$ cat src/rtl/fillcnt_pkg.sv
package fillcnt_pkg;

  typedef enum logic [1:0] {
    ALIGN_END   = 2'b00,
    ALIGN_MID   = 2'b01,
    ALIGN_BEGIN = 2'b10,
    ALIGN_RSVD  = 2'b11
  } align_e;

  // Only begin alignment stops at the wrap; the reserved code behaves as end.
  function automatic logic stops_on_wrap(input align_e mode);
    return (mode == ALIGN_BEGIN);
  endfunction

endpackage

$ cat src/rtl/fillcnt_rst_sync.sv
module fillcnt_rst_sync #(
  parameter int STAGES = 2
) (
  input  logic clk,
  input  logic arst_n,
  output logic rst_n_o
);

  logic [STAGES-1:0] sync_q;
  logic [STAGES-1:0] sync_d;

  always_comb begin
    sync_d = {sync_q[STAGES-2:0], 1'b1};
  end

  always_ff @(posedge clk or negedge arst_n) begin
    if (!arst_n) sync_q <= '0;
    else         sync_q <= sync_d;
  end

  assign rst_n_o = sync_q[STAGES-1];

endmodule

$ cat src/rtl/fillcnt_counter.sv
module fillcnt_counter #(
  parameter int CNT_W = 7
) (
  input  logic             clk,
  input  logic             rst_n,
  input  logic             inc_i,
  input  logic             clear_i,
  output logic [CNT_W-1:0] cnt_o,
  output logic             at_top_o,
  output logic             full_o
);

  logic [CNT_W-1:0] cnt_q, cnt_d;
  logic             full_q, full_d;
  logic             cnt_en;

  assign at_top_o = &cnt_q;
  assign cnt_en   = clear_i | inc_i;

  always_comb begin
    cnt_d  = cnt_q;
    full_d = full_q;
    if (clear_i) begin
      cnt_d  = '0;
      full_d = 1'b0;
    end else if (inc_i) begin
      cnt_d = cnt_q + {{(CNT_W-1){1'b0}}, 1'b1};
      if (at_top_o) full_d = 1'b1;
    end
  end

  always_ff @(posedge clk or negedge rst_n) begin
    if (!rst_n) begin
      cnt_q  <= '0;
      full_q <= 1'b0;
    end else if (cnt_en) begin
      cnt_q  <= cnt_d;
      full_q <= full_d;
    end
  end

  assign cnt_o  = cnt_q;
  assign full_o = full_q;

endmodule

$ cat src/rtl/fillcnt_ctrl.sv
module fillcnt_ctrl
  import fillcnt_pkg::*;
(
  input  logic   clk,
  input  logic   rst_n,
  input  logic   sys_ok_i,
  input  logic   arm_i,
  input  logic   arm_wr1_i,
  input  logic   half_wr_i,
  input  align_e mode_i,
  input  logic   at_top_i,
  output logic   inc_o,
  output logic   clear_o,
  output logic   arm_clr_o
);

  logic done_q, done_d;
  logic clr_q, clr_d;
  logic wrap_stop;

  assign clear_o   = arm_wr1_i;
  assign inc_o     = half_wr_i & arm_i & ~done_q & sys_ok_i & ~arm_wr1_i;
  assign wrap_stop = inc_o & at_top_i & stops_on_wrap(mode_i);

  always_comb begin
    done_d = done_q;
    if (arm_wr1_i)      done_d = 1'b0;
    else if (wrap_stop) done_d = 1'b1;
    clr_d = wrap_stop;
  end

  always_ff @(posedge clk or negedge rst_n) begin
    if (!rst_n) begin
      done_q <= 1'b0;
      clr_q  <= 1'b0;
    end else begin
      done_q <= done_d;
      clr_q  <= clr_d;
    end
  end

  assign arm_clr_o = clr_q;

endmodule

$ cat src/rtl/trace_fill_counter.sv
module trace_fill_counter
  import fillcnt_pkg::*;
#(
  parameter int LINES          = 64,
  parameter int HALVES_PER_LINE = 2,
  parameter int SYNC_STAGES    = 2,
  localparam int CNT_W         = $clog2(LINES * HALVES_PER_LINE)
) (
  input  logic             clk,
  input  logic             por_n,
  input  logic             sys_rst_n,
  input  logic             arm,
  input  logic             arm_wr1,
  input  logic             half_wr,
  input  logic [1:0]       align_mode,
  output logic [CNT_W-1:0] fill_count,
  output logic             buf_full,
  output logic             arm_clr_req
);

  logic   por_sync_n;
  logic   sys_sync_n;
  logic   inc;
  logic   clear;
  logic   at_top;
  align_e mode;

  assign mode = align_e'(align_mode);

  fillcnt_rst_sync #(.STAGES(SYNC_STAGES)) u_por_sync (
    .clk     (clk),
    .arst_n  (por_n),
    .rst_n_o (por_sync_n)
  );

  fillcnt_rst_sync #(.STAGES(SYNC_STAGES)) u_sys_sync (
    .clk     (clk),
    .arst_n  (sys_rst_n),
    .rst_n_o (sys_sync_n)
  );

  fillcnt_ctrl u_ctrl (
    .clk       (clk),
    .rst_n     (por_sync_n),
    .sys_ok_i  (sys_sync_n),
    .arm_i     (arm),
    .arm_wr1_i (arm_wr1),
    .half_wr_i (half_wr),
    .mode_i    (mode),
    .at_top_i  (at_top),
    .inc_o     (inc),
    .clear_o   (clear),
    .arm_clr_o (arm_clr_req)
  );

  fillcnt_counter #(.CNT_W(CNT_W)) u_cnt (
    .clk      (clk),
    .rst_n    (por_sync_n),
    .inc_i    (inc),
    .clear_i  (clear),
    .cnt_o    (fill_count),
    .at_top_o (at_top),
    .full_o   (buf_full)
  );

endmodule

$ cat config.mk
export PLATFORM = sky130hd
export DESIGN_NAME = trace_fill_counter
export DESIGN_NICKNAME = d
export VERILOG_FILES = /design/src/rtl/fillcnt_pkg.sv /design/src/rtl/fillcnt_rst_sync.sv /design/src/rtl/fillcnt_counter.sv /design/src/rtl/fillcnt_ctrl.sv /design/src/rtl/trace_fill_counter.sv
export SDC_FILE = /design/constraint.sdc
export NUM_CORES = 1
export LEC_CHECK = 0
export BUFFER_PORTS_ARGS = -buffer_cell sky130_fd_sc_hd__buf_4
export CAP_MARGIN = 15
export CORE_UTILIZATION = 42
export DETAILED_ROUTE_END_ITERATION = 6
export PLACE_DENSITY = 0.73
export SYNTH_ARGS = -nofsm -noshare
export SYNTH_HDL_FRONTEND = slang
export SYNTH_SLANG_ARGS = --single-unit
$ cat constraint.sdc
create_clock -name clk -period 0.84 [get_ports clk]
set_input_delay 0.126 -clock clk [delete_from_list [all_inputs] [get_ports clk]]
set_output_delay 0.126 -clock clk [all_outputs]
set_load 0.005 [all_outputs]
==> results of run 1 <==
[timing repair]
item | in CTS | in global routing
resized for setup | 28 | 4
pin swaps | 3 | 3
endpoints found under the hold margin | 4 | 0
setup buffers | 3 | 0
cloned | 0 | 0
setup endpoints to repair | 19 | 19
hold buffers | 2 | 0
[sequential cells by signal, indices dropped and copies added, names as in the netlist]
register           count
u_cnt.cnt_o            7
u_cnt.full_o           1
u_ctrl.arm_clr_o       1
u_ctrl.done_q          1
u_por_sync.sync_q      2
u_sys_sync.sync_q      2
[path summary, 6_finish.rpt]
check                                     start              endpoint  slack [ns]  cells past startpoint
setup / recovery                  u_ctrl.done_q        u_cnt.cnt_o[5]       -0.46                      3
hold / removal                          arm_wr1        u_cnt.cnt_o[6]        0.12                      3
setup reg to reg                  u_ctrl.done_q        u_cnt.cnt_o[5]       -0.46                      3
hold reg to reg            u_por_sync.sync_q[1]        u_cnt.cnt_o[6]        0.18                      0
max in group asynchronous  u_por_sync.sync_q[1]        u_cnt.cnt_o[1]        0.34                      0
min in group asynchronous                 por_n  u_por_sync.sync_q[0]        0.15                      2
[kinds of logic (layout without fill, tap and decap cells)]
| group | count (synthesis) | after routing | synth area share, % |
|---|---|---|---|
| adders and majority gates | 1 | 1 | 2.028 |
| muxes | 2 | 2 | 3.448 |
| buffers and inverters | 5 | 45 | 3.244 |
| other | 1 | 2 | 0.6079 |
| AOI/OAI and AO/OA | 9 | 9 | 8.521 |
| DFF | 14 | 14 | 56.80 |
| and+or+nand+nor | 21 | 21 | 23.94 |
| xor gates and xnor gates | 1 | 1 | 1.420 |
[cells in the final DEF, fill, tap and decap left out]
cell           netlist  layout
buf_4                0      19
buf_6                0      17
dfrtp_1             14      13
a21oi_2              0       4
clkbuf_4             0       3
nand4_1              2       2
nand2b_1             2       2
o21ai_0              2       2
nand2_1              3       2
nor2_1               2       2
inv_1                3       2
dlygate4sd3_1        0       2
conb_1               1       2
and4b_2              0       1
nand3_2              0       1
nor4_2               0       1
inv_2                0       1
nand4b_4             1       1
or3_4                0       1
nand2_4              0       1
xnor2_2              0       1
nand3_1              2       1
o31ai_1              1       1
or4_4                0       1
and3_1               1       1
nand4_4              0       1
o32ai_2              0       1
or2_2                1       1
mux2i_1              1       1
o22ai_2              0       1
nor2b_1              1       1
mux2_2               1       1
or3_2                2       1
ha_4                 0       1
clkbuf_8             0       1
dfrtp_2              0       1
[metrics by stage]
| step | util, % | setup slack, ns | std cells |
|---|---|---|---|
| 3_3_place_gp | 67.07 | -0.3902 | 101 |
| 4_1_cts | 81.89 | -0.4593 | 110 |
| 2_1_floorplan | - | -0.3722 | 55 |
| 6_report | 83.02 | -0.4584 | 110 |
| 5_1_grt | 83.02 | -0.4966 | 110 |
| 3_5_place_dp | 67.07 | -0.4543 | 101 |
[cell type report]
cell class | count | share of cell area, %
inverter | 3 | 1.017
multi-input combinational | 36 | 30.28
timing repair buffer | 38 | 31.98
tap | 15 | 1.695
sequential | 14 | 31.75
clock buffer | 4 | 3.277
[power breakdown]
group | total, mW | switching (mW) | internal, mW | leakage [nW]
logic | 0.132 | 0.0518 | 0.0805 | 0.325
registers | 0.705 | 0.0187 | 0.687 | 0.184
clock network | 0.486 | 0.222 | 0.264 | 0.0210
total | 1.32 | 0.293 | 1.03 | 0.530
[tightest hold or removal path: stages]
cell and delay (ns):
buf_4 0.09, or2_2 0.09, mux2i_1 0.06
[metal layers]
| metal | vias up | global-route usage (%) | share of wire [%] |
|---|---|---|---|
| met4 | 0 | 12.50 | 2.1 |
| met5 | - | 0 | 0 |
| met3 | 4 | 3.333 | 2.7 |
| met1 | 282 | 24.13 | 39 |
| li1 | 273 | - | - |
| met2 | 13 | 42.46 | 56 |
==> impl_metrics.json, run 1 <==
{
  "yosys_warnings": 0,
  "syn_area_um2": 616.8,
  "start_kind": "flip-flop",
  "die_area_um2": 1626,
  "portBuffers": 16,
  "first_global_vias": 573,
  "finalHoldViolations": 0,
  "critPathKind": "reg2reg",
  "syn-instance-count": 54,
  "dr.pass1.iters": 4,
  "grt_max_degree": 11,
  "clkSlewWorstSetupHoldPaths_ns": 0.08,
  "vdd_drop_max_v": 0.0009467,
  "die_y_um": 40.33,
  "die-width_um": 40.33,
  "timing.final.crit_share_pct": 154.6,
  "final-max-slew-violation-count": 0,
  "min_period_ns": 1.298,
  "core_area_um2": 1334,
  "num_io_pins": 17,
  "area_delta_synth_final_pct": 79.51,
  "end_kind": "flip-flop",
  "drt-initial-drc-count": 4,
  "fillers": 81,
  "clock.fmax_ghz": 0.7702,
  "path_max_fanout": 5,
  "crit_buf_inv": 0,
  "drt_wl_total_um": 1539,
  "synthDominantCellAreaShare_pct": 56.80,
  "track_usage_pct": 22.85,
  "worstSkewPairLatency_ns": 0.28,
  "grt_pass1_wl_um": 2380,
  "root_buffer": "clkbuf_4",
  "diodes": 0,
  "finClkSkew_ns": 0.0007602,
  "synth_top_cells_by_count": "dfrtp_1 (14), a21oi_1 (4), inv_1 (3), nand2_1 (3)",
  "p_per_area_nw_per_um2": 1196,
  "finalNetCount": 105,
  "drive_gt1_share_pct": 64.21,
  "h-tree-depth": 1,
  "status": "complete, but fails checks",
  "antenna_left": 0,
  "crit_slowest_cell": "or4_4",
  "grt_setup_unrepaired": "yes",
  "cap_violations": 0,
  "clock_sinks": 14,
  "finish.instance_area_um2": 1107,
  "cp.arrival_ns": 1.52,
  "synth_edf_count": 0,
  "drt-wirelength-per-cell_um": 13.99,
  "rows": 13,
  "cts_buffer_depth": 2,
  "synth_largest_area_cell": "dfrtp_1",
  "violations": "negative setup slack",
  "synth.most_common_cell": "dfrtp_1",
  "crit_family": "simple AND/OR/NAND/NOR gates",
  "viasPerCell": 5.200,
  "avgSynthCellArea_um2": 11.42,
  "holdWs_ns": 0.1246,
  "power.total_mw": 1.324,
  "antenna_found_initial": 0,
  "postPlaceCellArea_um2": 894.6,
  "cpPeakStageDelay_ns": 0.50,
  "drcViolationCount": 0,
  "ys_types": 28,
  "synthFlopType": "dfrtp_1",
  "final.setup.tns_ns": -5.441,
  "dp_hpwl_um": 1066,
  "synth-async-reset-ratio_pct": 100.0,
  "synth-seq-cells": 14,
  "critical_path_required_ns": 1.06,
  "via_count": 572,
  "ys_seq_area_share_pct": 56.80,
  "min_path_type": "in2reg",
  "cts-buffers-inserted": 3,
  "p_leak_nw": 0.5300,
  "initial_core_util_pct": 46.25,
  "worst_slack_ns": -0.4584,
  "cts_tree": "done",
  "register_area_um2": 351.6,
  "gp_congestion": 0.7195,
  "setup_viol": 19,
  "cp_cell_sequence": "nand4b_4 > or4_4 > a21oi_2",
  "overflow": 0,
  "multi_input_area_um2": 335.3,
  "synthTopCellsByArea": "dfrtp_1 (57%), nand4b_4 (3.9%), a21oi_1 (3.2%)"
}
No activity file was read; power rests on OpenSTA's default activity.
==> run 2: changes to the inputs <==
Settings changed: PLACE_DENSITY 0.73 to 0.66, REMOVE_ABC_BUFFERS set to 1.
==> run 2 against run 1 <==
  * The flow still finishes with violations (negative setup slack)
  * Clock skew grew 0.0023 ns
  * Register-to-register slack better by 0.02 ns
  * Design area decreased by 0.23%
  * Wire length grew 8.2%
  * Critical path depth unchanged
  * Count of clock-buffer cells in the layout stayed put
  * Combinational power is 5% lower
  * Non-clock buffer count increased by 1
  * Worst setup slack better by 0.018 ns
  * Largest cell class unchanged
  * Largest power group unchanged
==> impl_metrics.json, run 2 (synthesis gave the netlist of run 1 again) <==
{
  "status": "complete, but fails checks",
  "violations": "negative setup slack",
  "dr.pass1.iters": 3,
  "antenna_found_initial": 0,
  "worst_slack_ns": -0.4400,
  "met3_usage_pct": 5.556,
  "die_area_um2": 1626,
  "antenna_left": 0,
  "grt_util_met2_pct": 40.87,
  "diodes": 0,
  "clock_sinks": 14,
  "rows": 13,
  "drive_gt1_share_pct": 59.38,
  "critical_path_required_ns": 1.05,
  "area_delta_synth_final_pct": 79.11,
  "drt-wirelength-per-cell_um": 15.00,
  "clock.fmax_ghz": 0.7813,
  "grt_max_degree": 11,
  "h-tree-depth": 1,
  "drt-initial-drc-count": 5,
  "worstSkewPairLatency_ns": 0.28,
  "globalRouteMet1Util_pct": 25.26,
  "num_io_pins": 17,
  "die_y_um": 40.33,
  "finClkSkew_ns": 0.003029,
  "end_kind": "flip-flop",
  "critPathKind": "reg2reg",
  "crit_slowest_cell": "or4_1",
  "root_buffer": "clkbuf_4",
  "min_path_type": "in2reg",
  "grt_setup_unrepaired": "yes",
  "cp_cell_sequence": "nand4b_4 > or4_1 > a21oi_1",
  "track_usage_pct": 23.23,
  "vdd_drop_max_v": 0.0007763,
  "grt-busiest-layer": "met2",
  "gp_congestion": 0.7727,
  "path_max_fanout": 6,
  "timing.final.crit_share_pct": 152.4,
  "initial_core_util_pct": 46.25,
  "final-max-slew-violation-count": 0,
  "cts_tree": "done",
  "drt_wl_total_um": 1665,
  "largest_reg_flops": 7,
  "viasPerCell": 5.198,
  "clkSlewWorstSetupHoldPaths_ns": 0.09,
  "die-width_um": 40.33,
  "dp_hpwl_um": 958.2,
  "fillers": 72,
  "final_util_pct": 82.83,
  "grt_pass1_wl_um": 2318,
  "first_global_vias": 518,
  "p_leak_nw": 0.5281,
  "cp.arrival_ns": 1.49,
  "drcViolationCount": 0,
  "setup_viol": 19,
  "cts_buffer_depth": 2,
  "cts-buffers-inserted": 3,
  "portBuffers": 16,
  "min_period_ns": 1.280,
  "cpPeakStageDelay_ns": 0.48,
  "finalHoldViolations": 0,
  "p_per_area_nw_per_um2": 1192,
  "core_area_um2": 1334,
  "via_count": 577,
  "holdWs_ns": 0.06214,
  "overflow": 0,
  "final_cell_mix": "buf_4 (18), buf_6 (18), dfrtp_1 (14)",
  "start_kind": "flip-flop",
  "finalNetCount": 106,
  "cap_violations": 0
}
-- run 2: cell types whose count changed in the layout (fill, tap and decap cells not counted), sizes merged --
cell  previous run  this run
buf             36        37
-- run 2: layer usage --
layer	wire length, um	part of all wire [%]	vias to the layer above
met5	0	0	-
met4	28	1.7	0
met3	53	3.2	4
met2	939	56	13
met1	643	39	282
li1	-	-	278
-- run 2: where the power goes --
part	internal (mW)	switching, mW
logic	0.0733	0.0514
clock network	0.264	0.227
registers	0.686	0.0152
-- run 2: final timing paths --
path / startpoint / to / slack (ns) / cells after the start
min in group asynchronous: por_n / u_por_sync.sync_q[0] / 0.15 / 2
max in group asynchronous: u_por_sync.sync_q[1] / u_cnt.cnt_o[3] / 0.37 / 0
min reg2reg: u_por_sync.sync_q[1] / u_cnt.cnt_o[6] / 0.18 / 0
max reg2reg: u_ctrl.done_q / u_cnt.cnt_o[5] / -0.44 / 3
min: arm_wr1 / u_cnt.cnt_o[3] / 0.06 / 2
max: u_ctrl.done_q / u_cnt.cnt_o[5] / -0.44 / 3
-- run 2: cell type report --
cell class	instances	area, um^2	area share (%)
Sequential cell	14	350.3	31.71
Multi-Input combinational cell	36	310.3	28.09
Inverter	3	11.26	1.019
Timing Repair Buffer	39	377.9	34.20
Tap cell	15	18.77	1.699
Clock buffer	4	36.28	3.284
-- run 2: through the flow --
stage / setup slack (ns) / cell area (um^2) / total power [mW] / cells / setup TNS, ns
CTS: -0.4223 / 1070 / 1.319 / 108 / -5.159
global placement: -0.4346 / 855.8 / 0.8030 / 98 / -3.687
floorplan: -0.4677 / 611.8 / 0.7364 / 53 / -3.001
global route: -0.4755 / 1105 / 1.375 / 111 / -5.919
finish: -0.4400 / 1105 / 1.317 / 111 / -5.135
detailed placement: -0.4460 / 855.8 / 0.8043 / 98 / -3.660
-- run 2: timing repair --
item,CTS,global route
setup buffers,4,4
pin swaps,11,3
resized for setup,28,4
hold buffers,2,0
setup endpoints to repair,19,19
hold endpoints to repair,4,0
-- run 2: worst max-delay path: cells and delay by family, from the launching register on --
kind,cells,cell delay (ns)
AND/OR/NAND/NOR,2,0.69
flip-flops,1,0.39
AO/OA/AOI/OAI,1,0.13
